--- config.mk ---
export PLATFORM = sky130hd
export DESIGN_NAME = drlut_cell
export DESIGN_NICKNAME = d
export VERILOG_FILES = /design/src/rtl/drlut_pkg.sv /design/src/rtl/drlut_phase_dec.sv /design/src/rtl/drlut_table.sv /design/src/rtl/drlut_out_enc.sv /design/src/rtl/drlut_cell.sv
export SDC_FILE = /design/constraint.sdc
export NUM_CORES = 1
export LEC_CHECK = 0
export ABC_AREA = 1
export BUFFER_PORTS_ARGS = -buffer_cell sky130_fd_sc_hd__buf_2
export CAP_MARGIN = 0
export CORE_AREA = 2 2 39 41
export DETAILED_ROUTE_END_ITERATION = 8
export DIE_AREA = 0 0 41 43
export PLACE_DENSITY = 0.61
export REMOVE_ABC_BUFFERS = 1
export SLEW_MARGIN = 20
export SYNTH_ARGS = -nofsm -noshare
export SYNTH_HDL_FRONTEND = slang
export SYNTH_SLANG_ARGS = --single-unit
--- constraint.sdc ---
create_clock -name clk -period 2.8 [get_ports clk]
set_input_delay 0.42 -clock clk [delete_from_list [all_inputs] [get_ports clk]]
set_output_delay 0.42 -clock clk [all_outputs]
set_load 0.01 [all_outputs]
--- src/rtl/drlut_pkg.sv ---
package drlut_pkg;

   // one logical bit on two wires
   typedef struct packed {
      logic v;   // value rail
      logic p;   // parity rail
   } rail_pair_t;

   function automatic logic tok_phase(input rail_pair_t t);
      return t.v ^ t.p;
   endfunction

   function automatic rail_pair_t tok_make(input logic val, input logic ph);
      rail_pair_t t;
      t.v = val;
      t.p = val ^ ph;
      return t;
   endfunction

endpackage

--- src/rtl/drlut_phase_dec.sv ---
module drlut_phase_dec #(
   parameter int N_IN = 2
) (
   input  logic [N_IN-1:0] op_v,
   input  logic [N_IN-1:0] op_p,
   input  logic            cur_ph,
   output logic            fire,
   output logic            new_ph,
   output logic [N_IN-1:0] sel_idx
);
   import drlut_pkg::*;

   logic [N_IN-1:0] ph;
   logic            agree;

   for (genvar i = 0; i < N_IN; i++) begin : g_ph
      rail_pair_t tk;
      assign tk    = '{v: op_v[i], p: op_p[i]};
      assign ph[i] = tok_phase(tk);
   end

   if (N_IN == 1) begin : g_single
      assign agree = 1'b1;
   end else if (N_IN == 2) begin : g_pair
      assign agree = ~(ph[0] ^ ph[1]);
   end else begin : g_wide
      assign agree = (&ph) | ~(|ph);
   end

   assign new_ph  = ph[0];
   assign fire    = agree & (ph[0] != cur_ph);
   // only phase-consistent combinations reach the selector
   assign sel_idx = fire ? op_v : '0;

endmodule

--- src/rtl/drlut_table.sv ---
module drlut_table #(
   parameter int N_IN = 2,
   parameter int TBL_W = 1 << N_IN,
   parameter logic [TBL_W-1:0] RESET_TBL = '0
) (
   input  logic             clk,
   input  logic             rst_n,
   input  logic             wr_en,
   input  logic [TBL_W-1:0] wr_data,
   input  logic             lock,
   input  logic [N_IN-1:0]  sel_idx,
   output logic             entry,
   output logic [TBL_W-1:0] tbl
);
   logic [TBL_W-1:0] tbl_q;

   always_ff @(posedge clk or negedge rst_n) begin
      if (!rst_n)
         tbl_q <= RESET_TBL;
      else if (wr_en && !lock)
         tbl_q <= wr_data;
   end

   assign entry = tbl_q[sel_idx];
   assign tbl   = tbl_q;

endmodule

--- src/rtl/drlut_out_enc.sv ---
module drlut_out_enc (
   input  logic clk,
   input  logic rst_n,
   input  logic fire,
   input  logic res_bit,
   input  logic res_ph,
   output logic cur_ph,
   output logic y_v,
   output logic y_p,
   output logic ack
);
   import drlut_pkg::*;

   logic       v_q, ph_q, ack_q;
   rail_pair_t tk;

   always_ff @(posedge clk or negedge rst_n) begin
      if (!rst_n) begin
         v_q   <= 1'b0;
         ph_q  <= 1'b0;
         ack_q <= 1'b0;
      end else if (fire) begin
         v_q   <= res_bit;
         ph_q  <= res_ph;
         ack_q <= ~ack_q;
      end
   end

   assign tk     = tok_make(v_q, ph_q);
   assign y_v    = tk.v;
   assign y_p    = tk.p;
   assign cur_ph = ph_q;
   assign ack    = ack_q;

endmodule

--- src/rtl/drlut_cell.sv ---
module drlut_cell #(
   parameter int N_IN = 2,
   parameter int TBL_W = 1 << N_IN,
   parameter logic [TBL_W-1:0] RESET_TBL = '0
) (
   input  logic             clk,
   input  logic             rst_n,
   input  logic             cfg_we,
   input  logic [TBL_W-1:0] cfg_tbl,
   input  logic [N_IN-1:0]  op_v,
   input  logic [N_IN-1:0]  op_p,
   output logic             y_v,
   output logic             y_p,
   output logic             ack
);
   if (N_IN < 1 || N_IN > 6) begin : g_bad_n
      $error("drlut_cell: N_IN out of range");
   end
   if (TBL_W != (1 << N_IN)) begin : g_bad_w
      $error("drlut_cell: TBL_W must equal 2**N_IN");
   end

   logic            fire, new_ph, cur_ph, entry;
   logic [N_IN-1:0] sel_idx;
   logic [TBL_W-1:0] tbl_q;

   drlut_phase_dec #(.N_IN(N_IN)) u_dec (
      .op_v(op_v), .op_p(op_p), .cur_ph(cur_ph),
      .fire(fire), .new_ph(new_ph), .sel_idx(sel_idx)
   );

   drlut_table #(.N_IN(N_IN), .TBL_W(TBL_W), .RESET_TBL(RESET_TBL)) u_tbl (
      .clk(clk), .rst_n(rst_n), .wr_en(cfg_we), .wr_data(cfg_tbl),
      .lock(fire), .sel_idx(sel_idx), .entry(entry), .tbl(tbl_q)
   );

   drlut_out_enc u_enc (
      .clk(clk), .rst_n(rst_n), .fire(fire), .res_bit(entry),
      .res_ph(new_ph), .cur_ph(cur_ph), .y_v(y_v), .y_p(y_p), .ack(ack)
   );

endmodule

# ---- Word-level counts from Yosys, hierarchy flattened
# Cells that the tools add are included.
dict set report totals {
  word_cells 18
  input_bits 11
  out_inout_bits 3
  register_bits 7
}
dict set report op_classes {
  muxes 3
  reduce_logical 2
  magnitude_cmp 1
  n_bitwise 7
  n_eq_ne 1
}
# operator n
set ops {}
lappend ops {{$xor A1 B1 Y1} 4}
lappend ops {{$lt A2 B3 Y1 const B} 1}
lappend ops {{$bmux W1 S2} 1}
lappend ops {{$mux W2} 1}
lappend ops {{$not A1 Y1} 2}
lappend ops {{$and A1 B1 Y1} 1}
lappend ops {{$logic_and A1 B1 Y1} 1}
lappend ops {{$logic_not A1 Y1} 1}
lappend ops {{$mux W1} 1}
lappend ops {{$ne A1 B1 Y1} 1}

# ---- Longest topological paths before layout
# Gate-level depths: netlist (run 1).
dict set report logic_depth {
  word_depth 7
  depth_mapped 9
  mapped_depth_nobuf 9
}

# ---- Modules after synthesis
# Synthesis (run 1) repeated with hierarchy kept, for this count alone.
dict set report hier_totals {
  hier_cells 71
  area_unflattened_um2 439.2
}
# module cells_each instances area_per_inst_um2 seq_area_each_um2
set by_module_without_submodules {}
lappend by_module_without_submodules {drlut_table 31 1 211.5 100.1}
lappend by_module_without_submodules {drlut_out_enc 19 1 135.1 75.1}
lappend by_module_without_submodules {drlut_phase_dec 21 1 92.6 0.0}

# ---- Worst setup path before layout (run 1)
# OpenSTA, ideal clock, no wires.
dict set report synth_timing {
  kind {register -> output}
  start {reg u_enc.v_q, in the netlist u_enc.y_v}
  end {out y_p}
  path_buffers 0
  stages_incl_launch_ff 2
  t_arrival_ns 0.663
  slack_ns 1.717
  required_ns 2.380
  cell_sequence {dfrtp_1 > xor2_1}
}
dict set report synth_between {
  elab_chain_len 1
}
# item line_no
set synth_rtl {}
lappend synth_rtl {{start, declared} drlut_out_enc.sv:14} ;# logic v_q, ph_q, ack_q;
lappend synth_rtl {{start signal, assigned} drlut_out_enc.sv:23} ;# v_q <= res_bit;
lappend synth_rtl {{$xor A1 B1 Y1} drlut_pkg.sv:16} ;# t.p = val ^ ph;
lappend synth_rtl {{end, declared} drlut_cell.sv:13} ;# output logic y_p,
# Every way passes these cells.

# ---- Worst setup path in the final report (run 1)
# Same ends and word-level chain as after synthesis.

==> out/results.md, run 1 <==
| Result | Reported | Unit |
|:---|:---|:---|
| Run status | complete, no violations | - |
| Total via count after detailed routing | 401 | - |
| Maximum number of pins on one net before global-route repair | 9 | - |
| Number of unique standard cell types used by synthesis | 10 | - |
| Share of the clock period used by the worst path after layout | 48.6 | % |
| Cell count after synthesis | 64 | - |
| Proportion of power drawn by flip-flops and latches | 38.0 | % |
| Top fanout value on the critical path | 3 | - |
| Reported leakage power | 0.345 | nW |
| Number of global-route vias before repair | 350 | - |
| Synthesized cell area | 425 | um^2 |
| Setup crit start kind | flop | - |
| CTS buffer count | 3 | - |
| Min Clock Period, post-route | 1.36 | ns |
| WP data arrival | 0.94 | ns |
| Gp weighted congestion | 0.649 | - |
| Diode insertion count for antenna repair | 0 | - |
| IR Drop Worst-Case VDD | 0.290 | mV |
| RSZ-0062 raised after global routing | no | - |
| Wirelength per Cell | 7.97 | um |
| H-tree depth | 1 | - |
| Count of nets left with antenna violations after detail routing | 0 | - |
| Final setup viols | 0 | - |
| Area of the placeable core | 0.00138 | mm^2 |
| DR pass1 iterations | 4 | - |
| Vias per inst | 4.09 | - |
| Die outline area | 0.00176 | mm^2 |
| DP Cell Count | 93 | - |
| Final count of pins violating max slew | 0 | - |
| Utilization after layout | 39.5 | % |
| Leftover overflow at the end of global routing | 0 | - |
| Sequential element share of the synthesized area | 41.2 | % |
| Clock Power Share | 18.3 | % |
| Global-route wire length before repair | 1280 | um |
| Count of state elements after synthesis | 7 | - |
| TritonCTS Sinks | 7 | - |
| Initial cell density of the core | 30.7 | % |
| Final routed wirelength across all metal layers | 781 | um |
| Number of standard cells in the layout, taps in and fillers out | 98 | - |
| Setup clock skew after layout | 0.00496 | ns |
| Kind of critical path | reg -> out | - |
| Worst hold path class | in -> reg | - |
| Switching power of the nets | 0.196 | mW |
| Crit path setup slack, layout | 1.44 | ns |
| Syn_area_per_cell | 6.65 | um^2 |
| Proportion of layout cells with a drive suffix above 1 | 24.4 | % |
| Relative area change from synthesis to final layout | 28.5 | % |
| Final total power | 0.491 | mW |
| TritonCTS clock tree | done | - |
| Worst Hold Margin | 0.402 | ns |
| Detailed-route DRC error count | 0 | - |
| Total routing resource utilization after global routing | 11.1 | % |
| DPL Wire Length | 653 | um |
| Antenna violations before repair | 0 | - |
| Slew margin rel. | 89.4 | % |
| Total number of nets in the final design | 94 | - |
| Clock latency reported for the late side of the worst-skew pair | 0.25 | ns |
| Bufs on Longest Clock Path | 2 | - |
| Standard cell area after detailed placement | 510 | um^2 |
| Transition time of the tightest slew-check pin | 0.157 | ns |
| Clock root buffer master | clkbuf_4 | - |
| Fin area | 547 | um^2 |
| CTS clk-pin slew, worst paths | 0.05 | ns |
| Count of input and output buffers | 13 | - |
| Number of primary I/O pins | 14 | - |
| Floorplan row count | 14 | - |
| Worst EP required | 2.38 | ns |
| Endpoint type of the worst setup path | primary output | - |
| Number of DRC violations after detailed-routing iteration 0 | 6 | - |
| Dpl ws | 1.50 | ns |
| Final-layout setup total negative slack | 0 | ns |
| Highest clock rate | 0.735 | GHz |
| # resized after CTS | 0 | - |
| Cell internal pwr | 0.294 | mW |
| Logic pwr share | 43.7 | % |
| Final hold violations | 0 | - |
| Die H | 43 | um |
| Power density of the placed cells | 897 | mW/mm^2 |
| Filler cell count in the final layout | 155 | - |
| Yosys warning total | 0 | - |
| MaxCap Viol Count | 0 | - |
| Die Width | 41 | um |
| Switching share of power | 40.0 | % |
sequential cells by signal, indices dropped and copies added (netlist names):
| register | count |
|---|---|
| u_enc.y_v | 1 |
| u_enc.ack | 1 |
| u_tbl.tbl | 4 |
| u_enc.cur_ph | 1 |
cell usage after synthesis (all sizes together):
| cell type | instances | area (um^2) |
|---|---|---|
| nand2 | 35 | 149 |
| inv | 12 | 45.0 |
| dfrtp | 7 | 175 |
| nand3 | 7 | 35.0 |
| nand3b | 1 | 7.51 |
| o21ai | 1 | 5.00 |
| xor2 | 1 | 8.76 |
worst paths after layout:
kind                       slack (ns)    startpoint      endpoint  cells after the start
max                              1.44     u_enc.y_v           y_p                      2
min                              0.40    cfg_tbl[0]  u_tbl.tbl[0]                      3
max reg2reg                      1.83  u_enc.cur_ph  u_tbl.tbl[0]                      6
min reg2reg                      0.48  u_tbl.tbl[1]  u_tbl.tbl[1]                      2
max in group asynchronous        2.11         rst_n  u_tbl.tbl[0]                      2
min in group asynchronous        0.54         rst_n     u_enc.y_v                      2
metal layers:
layer / vias to the layer above / GRT usage, % / routed length [um]
met5: - / 0 / 0
li1: 226 / - / -
met4: 0 / 12.0 / 11
met1: 165 / 11.7 / 341
met3: 2 / 1.57 / 40
met2: 8 / 16.6 / 387
power groups by stage:
stage | logic [mW] | clock network [mW] | registers [mW]
floorplan | 0.148 | 0 | 0.189
global placement | 0.214 | 0 | 0.188
detailed placement | 0.216 | 0 | 0.189
CTS | 0.218 | 0.0960 | 0.187
global route | 0.246 | 0.0988 | 0.194
finish | 0.215 | 0.0896 | 0.187
critical path: stages (launching register included):
cell,delay (ns)
dfrtp_1,0.39
xor2_1,0.16
buf_2,0.14
cell usage in the layout (no fill, tap or decap), types with 2 or more instances in the layout:
master	count
buf_2	13
clkbuf_4	3
dfrtp_1	7
inv_1	11
nand2_1	32
nand2_4	2
nand3_1	7
cell families after synthesis:
logic type / Yosys count / share of synthesized area, %
buffers and inverters: 12 / 10.6
DFF: 7 / 41.2
and+or+nand+nor: 43 / 45.0
AOI/OAI and AO/OA: 1 / 1.18
xor gates and xnor gates: 1 / 2.06
timing repair:
item | CTS | global route
setup endpoints to repair | 0 | 0
setup buffers | 0 | 0
endpoints found under the hold margin | 7 | 0
hold buffers | 1 | 0
layout make-up:
| class | instances | area (um^2) | share of cell area (%) |
|---|---|---|---|
| multi-input cells | 45 | 205 | 37.5 |
| well taps | 16 | 20.0 | 3.66 |
| clock buffers | 4 | 26.3 | 4.81 |
| repair buffers | 14 | 75.1 | 13.7 |
| inverters | 12 | 45.0 | 8.24 |
| flip-flops and latches | 7 | 175 | 32.0 |
No activity file was read; power rests on OpenSTA's default activity.
==> inputs of run 2 (changes only) <==
- ABC_AREA: 1 -> 0
- PLACE_DENSITY: 0.61 -> 0.65
- clock period: 2.8 -> 1.2 ns (I/O delays scaled with it)
==> out/results.md, run 2 <==
| Result | Reported | Unit | vs previous |
|:---|:---|:---|:---|
| Total via count after detailed routing | 492 | - | +23% |
| Antenna violations before repair | 0 | - | unchanged |
| Cell count after synthesis | 44 | - | -31% |
| Cell types occupying the most area after synthesis | dfrtp_1, nor3b_1, o221a_1, mux4_1, xor2_1 | - |  |
| TritonCTS clock tree | done | - |  |
| Number of global-route vias before repair | 447 | - | +28% |
| Most Used Layer, Global Route | met2 | - |  |
| Crit path setup slack, layout | -0.0813 | ns | -1.52 ns |
| Most common cell after layout, fill and taps aside | buf_4 | - |  |
| Post-synth top cells | nor3b_1, dfrtp_1, o21ai_0 | - |  |
| Dominant combinational cell family by area after synthesis | simple AND/OR/NAND/NOR gates | - |  |
| Slew margin rel. | 76.0 | % | -13 points |
| Dpl ws | -0.135 | ns | -1.63 ns |
| Endpoint type of the worst setup path | flop | - |  |
| Number of primary I/O pins | 14 | - | unchanged |
| Critical Path, Cell by Cell | buf_6 -> buf_4 -> nor3b_2 -> o21ai_0 -> o221a_1 | - |  |
| XOR/XNOR share of the synthesized area | 9.67 | % | +7.6 points |
| Met2 track demand over resource in global routing | 24.7 | % | +8.1 points |
| Setup crit start kind | flop | - |  |
| MaxCap Viol Count | 0 | - | unchanged |
| Power density of the placed cells | 1600 | mW/mm^2 | +78% |
| Number of cells traversed by the worst register-to-register path | 5 | - | -1 |
| Number of enable-type register cells in the synthesized netlist | 0 | - | unchanged |
| Count of state elements after synthesis | 7 | - | unchanged |
| Leftover overflow at the end of global routing | 0 | - | unchanged |
| Post-synth top area share | 38.7 | % | -2.5 points |
| Reported leakage power | 0.316 | nW | -8.3% |
| Max incr delay on CP | 0.40 | ns | about the same |
| Share of the clock period used by the worst path after layout | 107 | % |  |
| Synthesized cell area | 453 | um^2 | +6.5% |
| Number of DRC violations after detailed-routing iteration 0 | 5 | - | -1 |
| Die outline area | 0.00176 | mm^2 | unchanged |
| Met1 Resource Use GR | 21.9 | % | +10 points |
| Fraction of synthesized area in multiplexers | 5.80 | % | +5.8 points |
| Yosys warning total | 0 | - | unchanged |
| Dominant cell by count in the synthesized netlist | nor3b_1 | - |  |
| Share of the synthesized area in compound gates (AO/OA/AOI/OAI) | 19.9 | % | +19 points |
| Floorplan row count | 14 | - | unchanged |
| Global-route wire length before repair | 1990 | um | +56% |
| Reg2reg setup slack | -0.08 | ns | -1.91 ns |
| DPL Wire Length | 873 | um | +34% |
| Die H | 43 | um | unchanged |
| Flip-flop count of the largest register, all copies and words added | 4 | - | unchanged |
| Diode insertion count for antenna repair | 0 | - | unchanged |
| Sequential element share of the synthesized area | 38.7 | % | -2.5 points |
| Most frequent cells in the layout | buf_4, buf_2, dfrtp_1 | - |  |
| Post-synth top area cell | dfrtp_1 | - |  |
| Kind of critical path | reg -> reg | - |  |
| Number of unique standard cell types used by synthesis | 18 | - | +8 |
| Detailed-route DRC error count | 0 | - | unchanged |
| Highest clock rate | 0.780 | GHz |  |
| Endpoint of the lowest-slack register-to-register path | u_tbl.tbl[2] | - |  |
| Worst hold start | cfg_tbl[0] | - |  |
| Top fanout value on the critical path | 8 | - | +5 |
| Ys async rst share | 100 | % | unchanged |
| Crit. path cell count | 5 | - | +3 |
| Maximum number of pins on one net before global-route repair | 9 | - | unchanged |
| WP data arrival | 1.47 | ns | +0.53 ns |
| Final routed wirelength across all metal layers | 1210 | um | +55% |
| Worst EP required | 1.39 | ns | -0.99 ns |
| Vias per inst | 5.29 | - | +29% |
| Transition time of the tightest slew-check pin | 0.357 | ns | +0.200 ns |
| Wirelength per Cell | 13.1 | um | +64% |
| Worst Hold Margin | 0.221 | ns | -0.181 ns |
| Total routing resource utilization after global routing | 17.5 | % | +6.4 points |
| Worst hold path class | in -> reg | - |  |
| Endpoint of the worst hold path | u_tbl.tbl[0] | - |  |
| Timing startpoint of the critical path | u_enc.cur_ph | - |  |
| Most used flip-flop cell after synthesis | dfrtp_1 | - |  |
| RSZ-0062 raised after global routing | yes | - |  |
| CTS buffer count | 3 | - | unchanged |
| Crit path buffers/inverters | 2 | - | +1 |
| Bufs on Longest Clock Path | 2 | - | unchanged |
| Family of cells with the greatest summed delay on the critical path | flip-flops | - |  |
| Total number of nets in the final design | 89 | - | -5.3% |
| Worst hold path stage count | 2 | - | -1 |
| IR Drop Worst-Case VDD | 0.729 | mV | +150% |
| Critical-path top delay cell | dfrtp_1 | - |  |
| CTS clk-pin slew, worst paths | 0.06 | ns | about the same |
| Clock latency reported for the late side of the worst-skew pair | 0.26 | ns | about the same |
| Gp weighted congestion | 0.755 | - | +16% |
| Relative area change from synthesis to final layout | 57.5 | % |  |
| Simple-gate portion of the synthesized area | 25.1 | % | -20 points |
| Count of input and output buffers | 13 | - | unchanged |
| DR pass1 iterations | 4 | - | unchanged |
| Run status | finished, violations left | - |  |
| Clock root buffer master | clkbuf_4 | - |  |
| Initial cell density of the core | 32.7 | % | +2.0 points |
| Worst reg2reg startpoint | u_enc.cur_ph | - |  |
| Final-layout setup total negative slack | -0.286 | ns | -0.286 ns |
| H-tree depth | 1 | - | unchanged |
| Failing checks | setup timing | - |  |
| Count of nets left with antenna violations after detail routing | 0 | - | unchanged |
| Syn_area_per_cell | 10.3 | um^2 | +55% |
| Final count of pins violating max slew | 0 | - | unchanged |
| Met3 layer usage reported by global route | 6.28 | % | +4.7 points |
| Min Clock Period, post-route | 1.28 | ns |  |
| Arithmetic-cell share of the synthesized area counting full adders, half adders and majority gates | 0 | % | unchanged |
| Final hold violations | 0 | - | unchanged |
| Setup clock skew after layout | 0.00544 | ns | +0.000476 ns |
| Area of the placeable core | 0.00138 | mm^2 | unchanged |
| Proportion of layout cells with a drive suffix above 1 | 51.9 | % | +28 points |
| TritonCTS Sinks | 7 | - | unchanged |
| Final setup viols | 6 | - | +6 |
| Die Width | 41 | um | unchanged |
## run 2: changes by cell type after synthesis, moves of 2 or more
cell / change
nand3_1: -6
nand2_1: -28
o221a_1: +4
o21ai_0: +4
nand2_4: -2
xnor2_1: +2
xor2_1: +2
inv_1: -11
nor3b_1: +8
## run 2: cell type report
class / count / area (um^2)
clock buffer: 4 / 26.3
fill: 139 / 671
multi-input combinational: 36 / 293
sequential: 7 / 175
tap: 16 / 20.0
timing repair buffer: 30 / 199
## run 2: through the flow
stage	power (mW)	utilization [%]	instances	area (um^2)
CTS	1.13	50.1	93	693
global placement	0.862	46.7	87	647
finish	1.14	51.5	93	713
global route	1.24	51.5	93	713
floorplan	0.627	-	43	449
detailed placement	0.874	46.7	87	647
## run 2: how the worst max path moves through the flow
| stage | to | slack [ns] |
|---|---|---|
| final | u_tbl.tbl[2] | -0.08 |
| after global routing | u_tbl.tbl[2] | -0.14 |
| after CTS | y_p | -0.06 |
| after detailed placement | u_tbl.tbl[2] | -0.14 |
| after global placement | u_tbl.tbl[2] | -0.13 |
| after floorplan | u_tbl.tbl[0] | -0.21 |
## run 2: logic make-up (layout without fill, tap and decap cells)
group	after synthesis	count (layout)
compound gates	12	12
xor+xnor	5	5
buf+inv	1	34
flops	7	7
mux	1	1
simple gates	18	18
## run 2: timing repair
item                                    in CTS  in global routing
hold endpoints to repair                     7                  0
hold buffers                                 1                  0
buffers inserted                             1                  0
endpoints found under the setup margin       7                  7
resized for setup                            3                  7
pin swaps                                    6                  0
## run 2: layer usage
layer | routed length, um | vias up
met4 | 33 | 0
met1 | 520 | 231
li1 | - | 239
met2 | 602 | 18
met3 | 58 | 4
met5 | 0 | -
## run 2: where the power goes
group          internal [mW]  switching [mW]  leakage (nW)
combinational          0.308           0.231         0.222
clock                  0.127          0.0947        0.0150
sequential             0.319          0.0599        0.0797
